[config.mk]
export PLATFORM = sky130hd
export DESIGN_NAME = ebs_sequencer
export DESIGN_NICKNAME = d
export VERILOG_FILES = /design/src/rtl/ebs_pkg.sv /design/src/rtl/ebs_timing.sv /design/src/rtl/ebs_lane.sv /design/src/rtl/ebs_sequencer.sv
export SDC_FILE = /design/constraint.sdc
export NUM_CORES = 1
export LEC_CHECK = 0
export BUFFER_PORTS_ARGS = -buffer_cell sky130_fd_sc_hd__buf_2
export CORE_MARGIN = 1.5
export CORE_UTILIZATION = 53
export CTS_CLUSTER_DIAMETER = 100
export DETAILED_ROUTE_END_ITERATION = 7
export GPL_ROUTABILITY_DRIVEN = 0
export HOLD_SLACK_MARGIN = 0.03
export PLACE_DENSITY = 0.84
export SLEW_MARGIN = 5
export SYNTH_ARGS = -nofsm -noshare
export SYNTH_HDL_FRONTEND = slang
export SYNTH_HIERARCHICAL = 1
export SYNTH_SLANG_ARGS = --single-unit
[constraint.sdc]
create_clock -name clk -period 5.1 [get_ports clk]
set_input_delay 0.51 -clock clk [delete_from_list [all_inputs] [get_ports clk]]
set_output_delay 0.51 -clock clk [all_outputs]
set_load 0.1 [all_outputs]
[src/rtl/ebs_pkg.sv]
package ebs_pkg;
  localparam int WORD_W    = 32;
  localparam int BUS_W     = 16;
  localparam int REGION_W  = 14;
  localparam int COMMON_W  = 16;
  localparam int LEN_W     = 5;
  localparam int IDX_W     = $clog2(WORD_W / 8);

  // region word bit positions
  localparam int WR_LSB    = 0;
  localparam int RD_LSB    = 4;
  localparam int REC_BIT   = 8;
  localparam int HOLD_BIT  = 9;
  localparam int FLT_BIT   = 10;
  localparam int PRE_BIT   = 11;
  localparam int WIDE_BIT  = 12;
  localparam int INC_BIT   = 13;
  // common word field positions
  localparam int C_REC_LSB  = 0;
  localparam int C_HOLD_LSB = 4;
  localparam int C_FLT_LSB  = 8;
  localparam int C_PRE_LSB  = 12;

  typedef enum logic [2:0] {
    PH_IDLE, PH_LEAD, PH_STRB, PH_TAIL, PH_RECV
  } phase_t;

  function automatic logic [LEN_W-1:0] lead_cycles(
    input logic [REGION_W-1:0] rc, input logic [COMMON_W-1:0] cc);
    return LEN_W'(1) + (rc[PRE_BIT] ? LEN_W'(cc[C_PRE_LSB +: 4]) : LEN_W'(0));
  endfunction

  function automatic logic [LEN_W-1:0] strobe_cycles(
    input logic [REGION_W-1:0] rc, input logic wr);
    return LEN_W'(1) + LEN_W'(wr ? rc[WR_LSB +: 4] : rc[RD_LSB +: 4]);
  endfunction

  function automatic logic [LEN_W-1:0] tail_cycles(
    input logic [REGION_W-1:0] rc, input logic [COMMON_W-1:0] cc, input logic wr);
    logic [LEN_W-1:0] t;
    t = LEN_W'(1);
    if (wr && rc[HOLD_BIT])  t = t + LEN_W'(cc[C_HOLD_LSB +: 4]);
    if (!wr && rc[FLT_BIT])  t = t + LEN_W'(cc[C_FLT_LSB +: 4]);
    return t;
  endfunction

  function automatic logic [3:0] recovery_cycles(
    input logic [REGION_W-1:0] rc, input logic [COMMON_W-1:0] cc);
    return rc[REC_BIT] ? cc[C_REC_LSB +: 4] : 4'd0;
  endfunction

  function automatic logic [IDX_W:0] beat_total(input logic [1:0] size, input logic wide);
    case (size)
      2'd0:    return (IDX_W+1)'(1);
      2'd1:    return wide ? (IDX_W+1)'(1) : (IDX_W+1)'(2);
      default: return wide ? (IDX_W+1)'(2) : (IDX_W+1)'(4);
    endcase
  endfunction
endpackage

[src/rtl/ebs_timing.sv]
module ebs_timing
  import ebs_pkg::*;
(
  input  logic [REGION_W-1:0] rc,
  input  logic [COMMON_W-1:0] cc,
  input  logic                wr,
  input  logic [1:0]          size,
  output logic [LEN_W-1:0]    lead_len,
  output logic [LEN_W-1:0]    strb_len,
  output logic [LEN_W-1:0]    tail_len,
  output logic [3:0]          rec_len,
  output logic [IDX_W:0]      beats,
  output logic                wide,
  output logic                incr
);
  always_comb begin
    lead_len = lead_cycles(rc, cc);
    strb_len = strobe_cycles(rc, wr);
    tail_len = tail_cycles(rc, cc, wr);
    rec_len  = recovery_cycles(rc, cc);
    wide     = rc[WIDE_BIT];
    incr     = rc[INC_BIT];
    beats    = beat_total(size, rc[WIDE_BIT]);
  end
endmodule

[src/rtl/ebs_lane.sv]
module ebs_lane
  import ebs_pkg::*;
#(
  parameter int ADDR_W = 24
) (
  input  logic              clk,
  input  logic              rst_n,
  input  logic              clear,
  input  logic              capture,
  input  logic              wide,
  input  logic              incr,
  input  logic [IDX_W-1:0]  beat,
  input  logic [ADDR_W-1:0] base_addr,
  input  logic [WORD_W-1:0] wdata,
  input  logic [BUS_W-1:0]  bus_rdata,
  output logic [ADDR_W-1:0] bus_addr,
  output logic [BUS_W-1:0]  bus_wdata,
  output logic [WORD_W-1:0] rdata
);
  localparam int SH_W = IDX_W + 4;

  logic [SH_W-1:0]         bit_sh;
  logic [WORD_W+BUS_W-1:0] wpad;
  logic [WORD_W-1:0]       lane_in;
  logic [WORD_W-1:0]       rdata_q;

  assign bit_sh = wide ? {beat, 4'b0000} : {1'b0, beat, 3'b000};
  assign wpad   = {{BUS_W{1'b0}}, wdata};

  always_comb begin
    bus_addr = base_addr;
    if (incr) bus_addr = base_addr + (wide ? ADDR_W'({beat, 1'b0}) : ADDR_W'(beat));
    bus_wdata = wide ? wpad[bit_sh +: BUS_W] : {{(BUS_W-8){1'b0}}, wpad[bit_sh +: 8]};
    lane_in   = wide ? WORD_W'(bus_rdata) : WORD_W'(bus_rdata[7:0]);
  end

  always_ff @(posedge clk or negedge rst_n) begin
    if (!rst_n)       rdata_q <= '0;
    else if (clear)   rdata_q <= '0;
    else if (capture) rdata_q <= rdata_q | (lane_in << bit_sh);
  end

  assign rdata = rdata_q;
endmodule

[src/rtl/ebs_sequencer.sv]
module ebs_sequencer
  import ebs_pkg::*;
#(
  parameter int ADDR_W = 24
) (
  input  logic                clk,
  input  logic                rst_n,
  input  logic                req_valid,
  input  logic                req_write,
  input  logic [1:0]          req_size,
  input  logic [ADDR_W-1:0]   req_addr,
  input  logic [WORD_W-1:0]   req_wdata,
  input  logic [REGION_W-1:0] region_cfg,
  input  logic [COMMON_W-1:0] common_cfg,
  output logic                req_ready,
  output logic                done,
  output logic [WORD_W-1:0]   rdata,
  output logic                bus_cs_n,
  output logic                bus_rd_n,
  output logic                bus_wr_n,
  output logic                bus_oe,
  output logic [ADDR_W-1:0]   bus_addr,
  output logic [BUS_W-1:0]    bus_wdata,
  input  logic [BUS_W-1:0]    bus_rdata
);
  phase_t              phase_q;
  logic [LEN_W-1:0]    cnt_q;
  logic [IDX_W-1:0]    beat_q;
  logic [REGION_W-1:0] rc_q;
  logic [COMMON_W-1:0] cc_q;
  logic                wr_q;
  logic [1:0]          size_q;
  logic [ADDR_W-1:0]   addr_q;
  logic [WORD_W-1:0]   wdata_q;
  logic                done_q;

  logic [LEN_W-1:0] lead_len, strb_len, tail_len, cur_len;
  logic [3:0]       rec_len;
  logic [IDX_W:0]   beats;
  logic             wide, incr;

  // named events
  logic accept, phase_end, last_beat, tail_end, access_end, capture, cs_active;

  ebs_timing u_timing (
    .rc(rc_q), .cc(cc_q), .wr(wr_q), .size(size_q),
    .lead_len(lead_len), .strb_len(strb_len), .tail_len(tail_len),
    .rec_len(rec_len), .beats(beats), .wide(wide), .incr(incr)
  );

  always_comb begin
    case (phase_q)
      PH_LEAD: cur_len = lead_len;
      PH_STRB: cur_len = strb_len;
      PH_TAIL: cur_len = tail_len;
      PH_RECV: cur_len = LEN_W'(rec_len);
      default: cur_len = LEN_W'(1);
    endcase
  end

  assign accept     = (phase_q == PH_IDLE) && req_valid;
  assign phase_end  = (cnt_q == LEN_W'(cur_len - LEN_W'(1)));
  assign last_beat  = ({1'b0, beat_q} == (IDX_W+1)'(beats - (IDX_W+1)'(1)));
  assign tail_end   = (phase_q == PH_TAIL) && phase_end;
  assign access_end = tail_end && last_beat;
  assign capture    = tail_end && !wr_q;
  assign cs_active  = (phase_q == PH_LEAD) || (phase_q == PH_STRB) || (phase_q == PH_TAIL);

  always_ff @(posedge clk or negedge rst_n) begin
    if (!rst_n) begin
      phase_q <= PH_IDLE;
      cnt_q   <= '0;
      beat_q  <= '0;
      rc_q    <= '0;
      cc_q    <= '0;
      wr_q    <= 1'b0;
      size_q  <= '0;
      addr_q  <= '0;
      wdata_q <= '0;
      done_q  <= 1'b0;
    end else begin
      done_q <= access_end;
      if (accept) begin
        rc_q    <= region_cfg;
        cc_q    <= common_cfg;
        wr_q    <= req_write;
        size_q  <= req_size;
        addr_q  <= req_addr;
        wdata_q <= req_wdata;
        beat_q  <= '0;
        cnt_q   <= '0;
        phase_q <= PH_LEAD;
      end else if (phase_q != PH_IDLE) begin
        if (phase_end) begin
          cnt_q <= '0;
          case (phase_q)
            PH_LEAD: phase_q <= PH_STRB;
            PH_STRB: phase_q <= PH_TAIL;
            PH_TAIL: begin
              if (last_beat) begin
                phase_q <= (rec_len != 4'd0) ? PH_RECV : PH_IDLE;
              end else begin
                beat_q  <= beat_q + IDX_W'(1);
                phase_q <= PH_LEAD;
              end
            end
            default: phase_q <= PH_IDLE;
          endcase
        end else begin
          cnt_q <= cnt_q + LEN_W'(1);
        end
      end
    end
  end

  ebs_lane #(.ADDR_W(ADDR_W)) u_lane (
    .clk(clk), .rst_n(rst_n), .clear(accept), .capture(capture),
    .wide(wide), .incr(incr), .beat(beat_q), .base_addr(addr_q),
    .wdata(wdata_q), .bus_rdata(bus_rdata), .bus_addr(bus_addr),
    .bus_wdata(bus_wdata), .rdata(rdata)
  );

  assign req_ready = (phase_q == PH_IDLE);
  assign done      = done_q;
  assign bus_cs_n  = !cs_active;
  assign bus_rd_n  = !((phase_q == PH_STRB) && !wr_q);
  assign bus_wr_n  = !((phase_q == PH_STRB) && wr_q);
  assign bus_oe    = cs_active && wr_q;
endmodule

### After elaboration in Yosys (flattened, before gate mapping)

Cells that the tools add are included.

* memories kept: 0
* bits in latches: 0
* bits in writable memories: 0
* logic and storage cells: 87
* register bits: 132
* memory bits (read-only): 0

* reductions and logical operators: 25
* bitwise logic cells: 1
* order comparisons: 0
* mux-type cells: 30
* equality and inequality tests: 8
* multiply operators: 0
* shift-type cells: 3
* $add $sub $neg: 9
* divide/modulo/power cells: 0

Operators by type and width (number)
* 32-bit 2-to-1 mux: 2
* 48-bit by 7-bit indexed part select with 16-bit output: 1
* 48-bit by 7-bit indexed part select with 8-bit output: 1
* 16-bit 2-to-1 mux: 2
* 32-bit bitwise OR: 1
* 32-bit by 6-bit << shifter with 32-bit output: 1
* 5-bit 2-to-1 mux: 5
* 24-bit adder: 1
* 24-bit 2-to-1 mux: 1
* 3-bit 2-to-1 mux: 7
* 5-bit one-hot mux with 4 select lines: 1
* 2-bit 2-to-1 mux: 6
* 4-bit 2-to-1 mux: 3
* 1-bit by 5-bit adder with 5-bit output (first input constant): 2
* 1-bit logical AND: 9
* 3-bit one-hot mux with 3 select lines: 1
* 2-bit nonzero test: 4
* 3-bit by 2-bit equality test with 1-bit output (second input constant): 2
* 6-bit 2-to-1 mux: 1
* 3-bit one-hot mux with 2 select lines: 1
* 1-bit by 4-bit adder with 5-bit output (first input constant): 1
* 5-bit by 1-bit adder with 5-bit output (second input constant): 1
* 5-bit by 4-bit adder with 5-bit output: 1
* 5-bit equality test: 1
* other kinds (16): 20

### Logic depth before layout (Yosys ltp)

Gate-level depths: netlist of run 1.

* depth after elaboration: 11
* gate-level depth with buffers: 20
* depth with buffers taken out: 17

### Cells and area by module

The synthesis of run 1 kept the hierarchy.

By module, submodules not included
* ebs_sequencer: instances 1, cells an instance 488, area each 4277.9 um^2
* ebs_lane: instances 1, cells an instance 279, area each 2258.4 um^2
* ebs_timing: instances 1, cells an instance 63, area each 461.7 um^2

### Worst setup path after synthesis of run 1

No wires, ideal clock.

* path kind: register to output
* from: register phase_q[0]
* to: output port bus_oe
* buffers on the path: 2
* data required time: 4.590 ns
* setup slack: 0.375 ns
* stages on the path, launching flop included: 5
* arrival: 4.215 ns
* cells stage by stage: dfrtp_1 clkbuf_1 clkbuf_1 o21ai_0 nor2_1

* cells in the longest elaborated chain, start to end: 4

RTL lines
* start, declared: line ebs_sequencer.sv:26 `phase_t phase_q;`
* start signal, assigned: line ebs_sequencer.sv:101 `phase_q <= (rec_len != 4'd0) ? PH_RECV : PH_IDLE;`
* 3-bit by 1-bit equality test with 1-bit output or 3-bit by 2-bit equality test with 1-bit output (tied branches): line ebs_sequencer.sv:67 `assign cs_active = (phase_q == PH_LEAD) || (phase_q == PH_STRB) || (phase_q == PH_TAIL);`
* 1-bit logical OR: line ebs_sequencer.sv:67
* 1-bit logical OR (*): line ebs_sequencer.sv:67
* 1-bit logical AND (*): line ebs_sequencer.sv:128 `assign bus_oe = cs_active && wr_q;`
* end, declared: line ebs_sequencer.sv:21 `output logic bus_oe,`

Every way passes the cells marked *; elsewhere a longest branch is shown, timed or not.

### Final worst setup path of run 1

* from: register cc_q[4]
* to: register u_lane.rdata_q[31] (netlist: u_lane/rdata[31])

* cells in the longest elaborated chain, start to end: 10

RTL lines
* start, declared: line ebs_sequencer.sv:30 `logic [COMMON_W-1:0] cc_q;`
* start signal, assigned: line ebs_sequencer.sv:85 `cc_q <= common_cfg;`
* 1-bit by 4-bit adder with 5-bit output (*): line ebs_pkg.sv:42 `if (wr && rc[HOLD_BIT]) t = t + LEN_W'(cc[C_HOLD_LSB +: 4]);`
* 5-bit 2-to-1 mux (*): line ebs_pkg.sv:42
* 5-bit by 4-bit adder with 5-bit output: line ebs_pkg.sv:43 `if (!wr && rc[FLT_BIT]) t = t + LEN_W'(cc[C_FLT_LSB +: 4]);`
* 5-bit 2-to-1 mux (*): line ebs_pkg.sv:43
* named net tail_len[2]: line ebs_sequencer.sv:37 `logic [LEN_W-1:0] lead_len, strb_len, tail_len, cur_len;`
* 5-bit one-hot mux with 4 select lines (*): line ebs_sequencer.sv:52 `case (phase_q)`
* 5-bit by 1-bit subtractor with 5-bit output (*): line ebs_sequencer.sv:62 `assign phase_end = (cnt_q == LEN_W'(cur_len - LEN_W'(1)));`
* 5-bit equality test (*): line ebs_sequencer.sv:62
* 1-bit logical AND (*): line ebs_sequencer.sv:64 `assign tail_end = (phase_q == PH_TAIL) && phase_end;`
* 1-bit logical AND (*): line ebs_sequencer.sv:66 `assign capture = tail_end && !wr_q;`
* named net capture: line ebs_sequencer.sv:43 `logic accept, phase_end, last_beat, tail_end, access_end, capture, cs_active;`
* 2-bit nonzero test (no source line) (*)
* end signal, assigned: line ebs_lane.sv:40 `else if (capture) rdata_q <= rdata_q | (lane_in << bit_sh);`
* end, declared: line ebs_lane.sv:25 `logic [WORD_W-1:0] rdata_q;`

The timed path passes the listed nets; every way through them passes the cells marked *.
A chain may end at the register's enable or synchronous reset.

==> summary.md, run 1 <==
| Metric | Value |
|---|---|
| Worst min path class | input pin to asynchronous set/reset pin |
| Fraction of layout cells with a size suffix above 1 | 0.241 |
| Final net count | around 1100 |
| R2r worst-path depth | 14 |
| Most frequent cells in the layout | 298 x sky130_fd_sc_hd__nand2_1, 184 x sky130_fd_sc_hd__buf_2, 132 x sky130_fd_sc_hd__dfrtp_1 |
| Number of enable-type register cells in the synthesized netlist | 0 |
| Fin crit share | 0.919 |
| Transition time at the pin with the least slew margin | approximately 960 ps |
| Critical-path maximum fanout | 16 |
| Clock Skews | 10.1 ps |
| Clock sink total | 132 |
| # placed instances | 1152 |
| Total global-route track usage | 0.268 |
| Post-route minimum period | ~4700 ps |
| Leading cell type in the layout, fill and taps excluded | sky130_fd_sc_hd__nand2_1 |
| Arrival @ worst endpoint | between 5000 and 6000 ps |
| Die Ht | 118 um |
| Kind of end point of the critical path | register |
| Drt first pass iters | 5 |
| # H-tree levels | 4 |
| Final Util | 0.676 |
| I/O pin total | about 190 |
| Category of the critical setup timing path | register to register |
| Compound-Gate Fraction of Synth Area | 0.107 |
| Antenna violations before repair | 1 |
| Initial drt markers | 598 |
| Critical R2R Capture | u_lane/rdata[31] |
| Post-CTS Setup Bufs | 0 |
| Combinational family with the most area after synthesis | simple AND/OR/NAND/NOR gates |
| Post-DR vias/cell | 5.35 |
| Die width | roughly 120 um |
| Post-synthesis sequential area ratio | 0.472 |
| Effective utilization at floorplan | 0.548 |
| Maximum number of pins on one net before global-route repair | 90 |
| Asr flop ratio synth | 1.00 |
| Result of the run | completed |
| Clock buffer count from CTS | 17 |
| Number of nets produced by synthesis | 952 |
| Number of max-cap violations | 0 |
| Distinct cell type count of the synthesized netlist | 56 |
| Hpwl dp | ~12000 um |
| Final hold violation count | 0 |
| Flop-to-flop setup slack | between 400 and 500 ps |
| Overall via count from detail_route | 6345 |
| TritonCTS clock tree | built |
| Std-Cell Rows | 41 |
| Global-route congestion overflow total | 0 |
| Wire length after detailed routing | 18100 um |
| Insertion delay of the later-clocked pin in the worst-skew pair | 420 ps |
| Basic-gate share of the synthesized area counting and, or, nand and nor cells | 0.285 |
| Post-synthesis sequential element count | 132 |
| Die outline area | roughly 14000 um2 |
| Post-DR wirelength/cell | 15.3 um |
| Root Buffer | sky130_fd_sc_hd__clkbuf_16 |
| Fill cell count | 1044 |
| Quantity of gates resized following cts | 0 |
| P&R area growth vs syn | 23.4% |
| Multiplexer share of the synthesized area | 0.0175 |
| Non-filler cells in the finished layout | 1185 |
| Final setup fails | 0 |
| Post-synthesis instance area | 7000 um2 |
| Slew headroom | 0.353 |
| DR DRC count | 0 |
| Share of the synthesized netlist area taken by xor and xnor gates | 0.0476 |
| Worst reg2reg startpoint | cc_q[4] |
| Average cell area after synthesis | 8.43 um2 |
| Remaining number of nets flagged by the antenna check after routing | 0 |
| Synthesized-area fraction occupied by adder cells | 0.0286 |
| Core area | between 10000 and 15000 um2 |
| Synthesis Warnings | 6 |
| Worst EP required | between 5000 and 6000 ps |
| Clock input transition at the sequential cells of the worst setup and hold paths | 60 ps |
| Global-route wire length before repair | 29900 um |
| Number of buffers inserted by port buffering | 185 |
| Via count of the first global-routing pass | 6127 |
| Unrepaired setup endpoints after global routing | no |
| Number of instances in the synthesized netlist | 830 |
| Final sum of negative setup slack | 0 ps |
| Max Root-Sink Buffers | 2 |
| CTS Hold Bufs | 0 |
| Highest achievable clock rate | about 210 MHz |
| Critical path startpoint category | register |
| Pins Over Slew Limit | 0 |
| Flip-flop cell with the highest count after synthesis | sky130_fd_sc_hd__dfrtp_1 |
synth_stat cells, drive strengths merged (11+ instances only):
| cell | count | area share |
|---|---|---|
| nand2 | 299 | 0.16 |
| dfrtp | 132 | 0.47 |
| nor2 | 48 | 0.026 |
| a21oi | 45 | 0.032 |
| xnor2 | 31 | 0.039 |
| inv | 25 | 0.013 |
| nand3 | 23 | 0.016 |
| buf | 22 | 0.018 |
| clkbuf | 22 | 0.012 |
| nand2b | 16 | 0.014 |
| nor2b | 13 | 0.012 |
| ha | 12 | 0.021 |
| o21ai | 12 | 0.0086 |
| nand4 | 11 | 0.0098 |
| o22ai | 11 | 0.0098 |
metrics by stage:
| stage | hold slack (ps) | area (um2) | setup slack (ps) |
|---|---|---|---|
| final | 146 | 8640 | 413 |
| after CTS | 199 | 8630 | 467 |
| after global routing | 214 | 8640 | 44.2 |
| after global placement | 449 | 8020 | 734 |
| after floorplan | 214 | 7000 | 375 |
| after detailed placement | 458 | 8020 | 537 |
per-layer routing:
layer | wire [um] | track usage | vias to the layer above
met5 | 0 | 0 | -
li1 | - | - | 3089
met3 | 1010 | 0.0659 | 22
met4 | 267 | 0.0869 | 0
met1 | 7840 | 0.339 | 2999
met2 | 9010 | 0.451 | 235
final cells by class:
class	count	area, um2	area share
multi-input combinational	629	3400	0.394
sequential	132	3300	0.382
timing repair buffer	194	1000	0.116
clock buffer	19	443	0.0513
tap	172	215	0.0249
clock inverter	13	173	0.0200
inverter	25	96.3	0.0112
antenna	1	2.50	0.000290
worst max path at each step:
stage	end	startpoint	depth (start not counted)	slack, ps
2_1_floorplan	bus_oe	phase_q[0]	4	370
3_3_place_gp	u_lane/rdata[20]	cc_q[4]	14	730
3_5_place_dp	u_lane/rdata[20]	cc_q[4]	14	540
6_report	u_lane/rdata[31]	cc_q[4]	14	410
4_1_cts	u_lane/rdata[20]	cc_q[4]	14	470
5_1_grt	u_lane/rdata[21]	cc_q[4]	14	40
kinds of logic after synthesis:
logic type / after synthesis
and+or+nand+nor: 450
DFF: 132
AOI/OAI and AO/OA: 115
buffers and inverters: 69
xor gates and xnor gates: 38
adders and majority gates: 15
muxes: 11
flip-flops by register name (all words and copies together), names as in the netlist, 3 cells and up:
register and cells:
wdata_q 32, addr_q 24, cc_q 16, cnt_q 5
rc_q 14, u_lane/rdata 32, phase_q 3
worst max-delay path: stages, from the launching register on:
cell	delay [ps]
sky130_fd_sc_hd__dfrtp_1	400
sky130_fd_sc_hd__ha_1	280
sky130_fd_sc_hd__nand3_1	150
sky130_fd_sc_hd__fa_1	470
sky130_fd_sc_hd__xor2_1	160
sky130_fd_sc_hd__o22ai_1	90
sky130_fd_sc_hd__mux2_1	300
sky130_fd_sc_hd__a222oi_1	720
sky130_fd_sc_hd__nand3b_1	190
sky130_fd_sc_hd__a221oi_2	350
sky130_fd_sc_hd__o211a_4	290
sky130_fd_sc_hd__nor3b_2	260
sky130_fd_sc_hd__a21boi_2	630
sky130_fd_sc_hd__a21oi_1	170
sky130_fd_sc_hd__nor2_1	150
Power of run 1 is left out: the tool's default activity adds up to more than one toggle a clock period on the data nets, which glitch-free logic cannot reach.
==> run 2, diff against run 1 <==
--- a/config.mk
+++ b/config.mk
@@ -12,6 +12,7 @@
 export DETAILED_ROUTE_END_ITERATION = 7
 export GPL_ROUTABILITY_DRIVEN = 0
 export HOLD_SLACK_MARGIN = 0.03
+export MAX_ROUTING_LAYER = met4
 export PLACE_DENSITY = 0.84
 export SLEW_MARGIN = 5
 export SYNTH_ARGS = -nofsm -noshare
==> run 2 against run 1 <==
Setup slack lost 37 ps; core utilization stayed put; clock skew increased by 1.3 ps; sequential share of layout area unchanged; non-clock buffer count unchanged; register-to-register slack worse by 40 ps; fmax fell by 0.77%; count of clock-buffer cells in the layout unchanged; critical path depth is the same; first-iteration DRC count decreased by 1.8%.
==> summary.md, run 2 (synthesized netlist as in run 1, its figures left out) <==
| Metric | Value |
|---|---|
| Result of the run | completed |
| Final hold violation count | 0 |
| Effective utilization at floorplan | 0.548 |
| Hpwl dp | 12300 um |
| Final setup fails | 0 |
| Critical-path maximum fanout | 16 |
| Post-route minimum period | 4720 ps |
| Category of the critical setup timing path | register to register |
| Worst EP required | about 5500 ps |
| Pins Over Slew Limit | 0 |
| Critical path startpoint category | register |
| Post-DR wirelength/cell | around 15 um |
| Number of max-cap violations | 0 |
| Antenna violations before repair | 1 |
| Die outline area | 13900 um2 |
| Std-Cell Rows | 41 |
| DR DRC count | 0 |
| Slew headroom | 0.326 |
| Quantity of gates resized following cts | 0 |
| Root Buffer | sky130_fd_sc_hd__clkbuf_16 |
| # H-tree levels | 4 |
| Overall via count from detail_route | roughly 6400 |
| Wire length after detailed routing | ~18000 um |
| Highest achievable clock rate | between 200 and 250 MHz |
| CTS Hold Bufs | 0 |
| Fill cell count | 1044 |
| Clock Skews | 11.4 ps |
| Core area | 12800 um2 |
| Number of buffers inserted by port buffering | 185 |
| Source of the critical timing path | cc_q[4] |
| Most frequent cells in the layout | 298 x sky130_fd_sc_hd__nand2_1, 184 x sky130_fd_sc_hd__buf_2, 132 x sky130_fd_sc_hd__dfrtp_1 |
| Arrival @ worst endpoint | 5080 ps |
| Register Area | 3300 um2 |
| Die Ht | 118 um |
| Global-route wire length before repair | about 30000 um |
| Remaining number of nets flagged by the antenna check after routing | 0 |
| Leading cell type in the layout, fill and taps excluded | sky130_fd_sc_hd__nand2_1 |
| Worst reg2reg startpoint | cc_q[4] |
| Flop-to-flop setup slack | 380 ps |
| Initial drt markers | 587 |
| Fraction of layout cells with a size suffix above 1 | 0.241 |
| Clock sink total | 132 |
| Critical R2R Capture | u_lane/rdata[20] |
| Via count of the first global-routing pass | a little over 6000 |
| Transition time at the pin with the least slew margin | 1000 ps |
| Clock input transition at the sequential cells of the worst setup and hold paths | 70 ps |
| Final sum of negative setup slack | 0 ps |
| Total global-route track usage | 0.275 |
| R2r worst-path depth | 14 |
| Crit path capture | u_lane/rdata[20] |
| Post-CTS Setup Bufs | 0 |
| Fin crit share | 0.926 |
| Post-DR vias/cell | 5.43 |
| Global-route congestion overflow total | 0 |
| Max Root-Sink Buffers | 2 |
| Maximum number of pins on one net before global-route repair | 90 |
| P&R area growth vs syn | 23.4% |
| I/O pin total | roughly 190 |
| Kind of end point of the critical path | register |
| Multi-input logic area | 3400 um2 |
| TritonCTS clock tree | built |
| Unrepaired setup endpoints after global routing | no |
| Clock buffer count from CTS | 17 |
| Drt first pass iters | 6 |
| Insertion delay of the later-clocked pin in the worst-skew pair | 420 ps |
| Final net count | roughly 1100 |
| Worst min path class | input pin to asynchronous set/reset pin |
| Die width | 118 um |
-- run 2: per-layer routing --
layer / wire length [um] / part of all wire / track usage
met1: 7930 / 0.43 / 0.340
met3: 1080 / 0.059 / 0.0610
met2: 8980 / 0.49 / 0.452
met5: 0 / 0 / -
met4: 278 / 0.015 / 0.0892
-- run 2: metrics by stage --
stage               area (um2)  setup slack [ps]  hold WS [ps]  cells   util
floorplan                 7000               375           214    830      -
global placement          8020               734           449   1152  0.628
detailed placement        8020               537           458   1152  0.628
CTS                       8630               467           199   1184  0.676
global route              8640              56.7           216   1185  0.676
finish                    8640               377           153   1185  0.676
-- run 2: worst min-delay path by stage --
stage | to | cells past startpoint | start
finish | addr_q[14] | 1 | rst_n
global route | addr_q[14] | 1 | rst_n
CTS | addr_q[13] | 1 | rst_n
detailed placement | wdata_q[0] | 2 | wdata_q[0]
global placement | wdata_q[0] | 2 | wdata_q[0]
floorplan | addr_q[0] | 0 | rst_n
-- run 2: cell type report --
cell class,instances,area share
diodes,1,0.000290
clock buffers,19,0.0513
clock inverters,13,0.0200
inverters,25,0.0112
multi-input cells,629,0.394
flip-flops and latches,132,0.382
well taps,172,0.0249
repair buffers,194,0.116
-- run 2: worst max-delay path, cell delays in order, from the launching register on --
cell	delay, ps
sky130_fd_sc_hd__dfrtp_1	400
sky130_fd_sc_hd__ha_1	280
sky130_fd_sc_hd__nand3_1	150
sky130_fd_sc_hd__fa_1	470
sky130_fd_sc_hd__xor2_1	160
sky130_fd_sc_hd__o22ai_1	80
sky130_fd_sc_hd__mux2_1	300
sky130_fd_sc_hd__a222oi_1	730
sky130_fd_sc_hd__nand3b_1	190
sky130_fd_sc_hd__a221oi_2	340
sky130_fd_sc_hd__o211a_4	290
sky130_fd_sc_hd__nor3b_2	260
sky130_fd_sc_hd__a21boi_2	670
sky130_fd_sc_hd__a31oi_1	210
sky130_fd_sc_hd__nor2_1	130
Power of run 2 is left out for the same reason.
==> run 3, diff against run 2 <==
--- a/config.mk
+++ b/config.mk
@@ -13,7 +13,8 @@
 export GPL_ROUTABILITY_DRIVEN = 0
 export HOLD_SLACK_MARGIN = 0.03
 export MAX_ROUTING_LAYER = met4
-export PLACE_DENSITY = 0.84
+export PLACE_DENSITY = 0.79
+export RECOVER_POWER = 100
 export SLEW_MARGIN = 5
 export SYNTH_ARGS = -nofsm -noshare
 export SYNTH_HDL_FRONTEND = slang
==> run 3 against run 2 <==
The flow now finishes with violations (capacitance limit, slew limit); register-to-register slack better by 60 ps; critical path depth is the same; final cell count hardly changed; sequential share of layout area up 0.45 points; largest cell class unchanged; flip-flop and latch count stayed put.
==> summary.md, run 3 (synthesized netlist as in run 1, its figures left out) <==
| Metric | Value |
|---|---|
| Maximum number of pins on one net before global-route repair | 91 |
| Violations in the final reports | capacitance limit, slew limit |
| Arrival @ worst endpoint | roughly 5000 ps |
| Die Ht | approximately 120 um |
| Die width | 118 um |
| Clock input transition at the sequential cells of the worst setup and hold paths | 60 ps |
| Quantity of gates resized following cts | 0 |
| I/O pin total | 186 |
| Drt first pass iters | 5 |
| Cell with the largest stage delay on the worst path | sky130_fd_sc_hd__a222oi_1 |
| Core area | 12800 um2 |
| Final sum of negative setup slack | 0 ps |
| Worst min path class | input pin to register |
| Unrepaired setup endpoints after global routing | no |
| Non-filler cells in the finished layout | 1186 |
| Number of buffers inserted by port buffering | 185 |
| Leading cell type in the layout, fill and taps excluded | sky130_fd_sc_hd__nand2_1 |
| CTS Hold Bufs | 0 |
| Summed area of non-filler cells in the final layout | roughly 8500 um2 |
| Max Root-Sink Buffers | 2 |
| Remaining number of nets flagged by the antenna check after routing | 0 |
| Final net count | between 1000 and 1500 |
| Via count of the first global-routing pass | 6021 |
| Total global-route track usage | 0.269 |
| Total cell area at the placement stage | 8020 um2 |
| Antenna violations before repair | 3 |
| Transition time at the pin with the least slew margin | 4080 ps |
| Kind of end point of the critical path | register |
| Critical-path maximum fanout | 16 |
| Global-route wire length before repair | 29100 um |
| Insertion delay of the later-clocked pin in the worst-skew pair | 410 ps |
| # placed instances | 1151 |
| Wire length after detailed routing | 17500 um |
| Hpwl dp | between 10000 and 15000 um |
| Final setup fails | 0 |
| Clock sink total | 132 |
| CP max stage delay | about 700 ps |
| Overall via count from detail_route | 6300 |
| Gate family responsible for the most delay along the worst path | compound AO/OA/AOI/OAI gates |
| Flop-to-flop setup slack | 430 ps |
| # H-tree levels | 4 |
| Critical path buffers and inverters | 0 |
| Clock Skews | 5.09 ps |
| Clock buffer count from CTS | 17 |
| Post-DR vias/cell | ~5.3 |
| Post-CTS Setup Bufs | 0 |
| Fraction of layout cells with a size suffix above 1 | 0.160 |
| Fin crit share | 0.915 |
| Die outline area | 13900 um2 |
| Effective utilization at floorplan | 0.548 |
| Std-Cell Rows | 41 |
| Crit path cell chain | ha_1 > nand3_1 > fa_1 > xor2_1 > o22ai_1 > mux2_1 > a222oi_1 > nand3b_1 > a221oi_2 > o211a_4 > nor3b_2 > a21boi_2 > a31oi_1 > nor2_1 |
| Result of the run | finished, violations left |
| Pins Over Slew Limit | 170 |
| Root Buffer | sky130_fd_sc_hd__clkbuf_16 |
| Critical path startpoint category | register |
| Initial drt markers | 620 |
| Worst EP required | 5440 ps |
| Post-DR wirelength/cell | 14.7 um |
| Final Util | 0.668 |
| Slew headroom | -1.72 |
| Highest achievable clock rate | ~210 MHz |
| DR DRC count | 0 |
| TritonCTS clock tree | built |
| Fill cell count | 1131 |
| Post-route minimum period | 4670 ps |
| Final hold violation count | 0 |
| Number of max-cap violations | 2 |
| Global-route congestion overflow total | 0 |
| Most frequent cells in the layout | 298 x sky130_fd_sc_hd__nand2_1, 132 x sky130_fd_sc_hd__dfrtp_1, 107 x sky130_fd_sc_hd__buf_2 |
| P&R area growth vs syn | 22.0% |
| Category of the critical setup timing path | register to register |
-- run 3: changes by cell type in the layout (fill, tap and decap cells not counted), moves of 2 or more --
| cell | delta |
|---|---|
| sky130_fd_sc_hd__clkbuf_1 | +78 |
| sky130_fd_sc_hd__buf_2 | -77 |
| sky130_fd_sc_hd__buf_4 | -4 |
| sky130_fd_sc_hd__clkinv_2 | +2 |
| sky130_fd_sc_hd__clkinv_4 | -2 |
| sky130_fd_sc_hd__clkinvlp_4 | +2 |
| sky130_fd_sc_hd__diode_2 | +2 |
| sky130_fd_sc_hd__inv_6 | -2 |
-- run 3: final timing paths --
kind | start | cells after the start | end
worst max-delay path | cc_q[4] | 14 | u_lane/rdata[17]
worst min-delay path | common_cfg[10] | 3 | cc_q[10]
worst max register to register | cc_q[4] | 14 | u_lane/rdata[17]
worst min register to register | wdata_q[7] | 2 | wdata_q[7]
max in group asynchronous | rst_n | 2 | u_lane/rdata[31]
min in group asynchronous | rst_n | 1 | addr_q[17]
-- run 3: tightest hold or removal path: stages --
cell	delay (ps)
sky130_fd_sc_hd__buf_2	70
sky130_fd_sc_hd__nand2_1	40
sky130_fd_sc_hd__nand2_1	40
-- run 3: metrics by stage --
step	worst slack (ps)	hold slack [ps]
6_report	433	284
3_3_place_gp	708	451
2_1_floorplan	375	214
5_1_grt	97.3	271
4_1_cts	402	131
3_5_place_dp	448	459
-- run 3: routing by layer --
metal,track usage,part of all wire,vias up,routed length [um]
li1,-,-,3082,-
met1,0.343,0.44,2986,7660
met2,0.428,0.49,213,8590
met3,0.0615,0.056,19,979
met4,0.0854,0.013,0,228
met5,-,0,-,0
-- run 3: area by class of cell --
cell class                      instances  area [um2]  share of cell area
Sequential cell                       132        3300               0.387
Tap cell                              172         215              0.0252
Antenna cell                            3        7.51            0.000880
Multi-Input combinational cell        629        3390               0.397
Timing Repair Buffer                  193         898               0.105
Clock inverter                         13         181              0.0213
Inverter                               25        96.3              0.0113
Clock buffer                           19         443              0.0519
Power of run 3 is left out for the same reason.
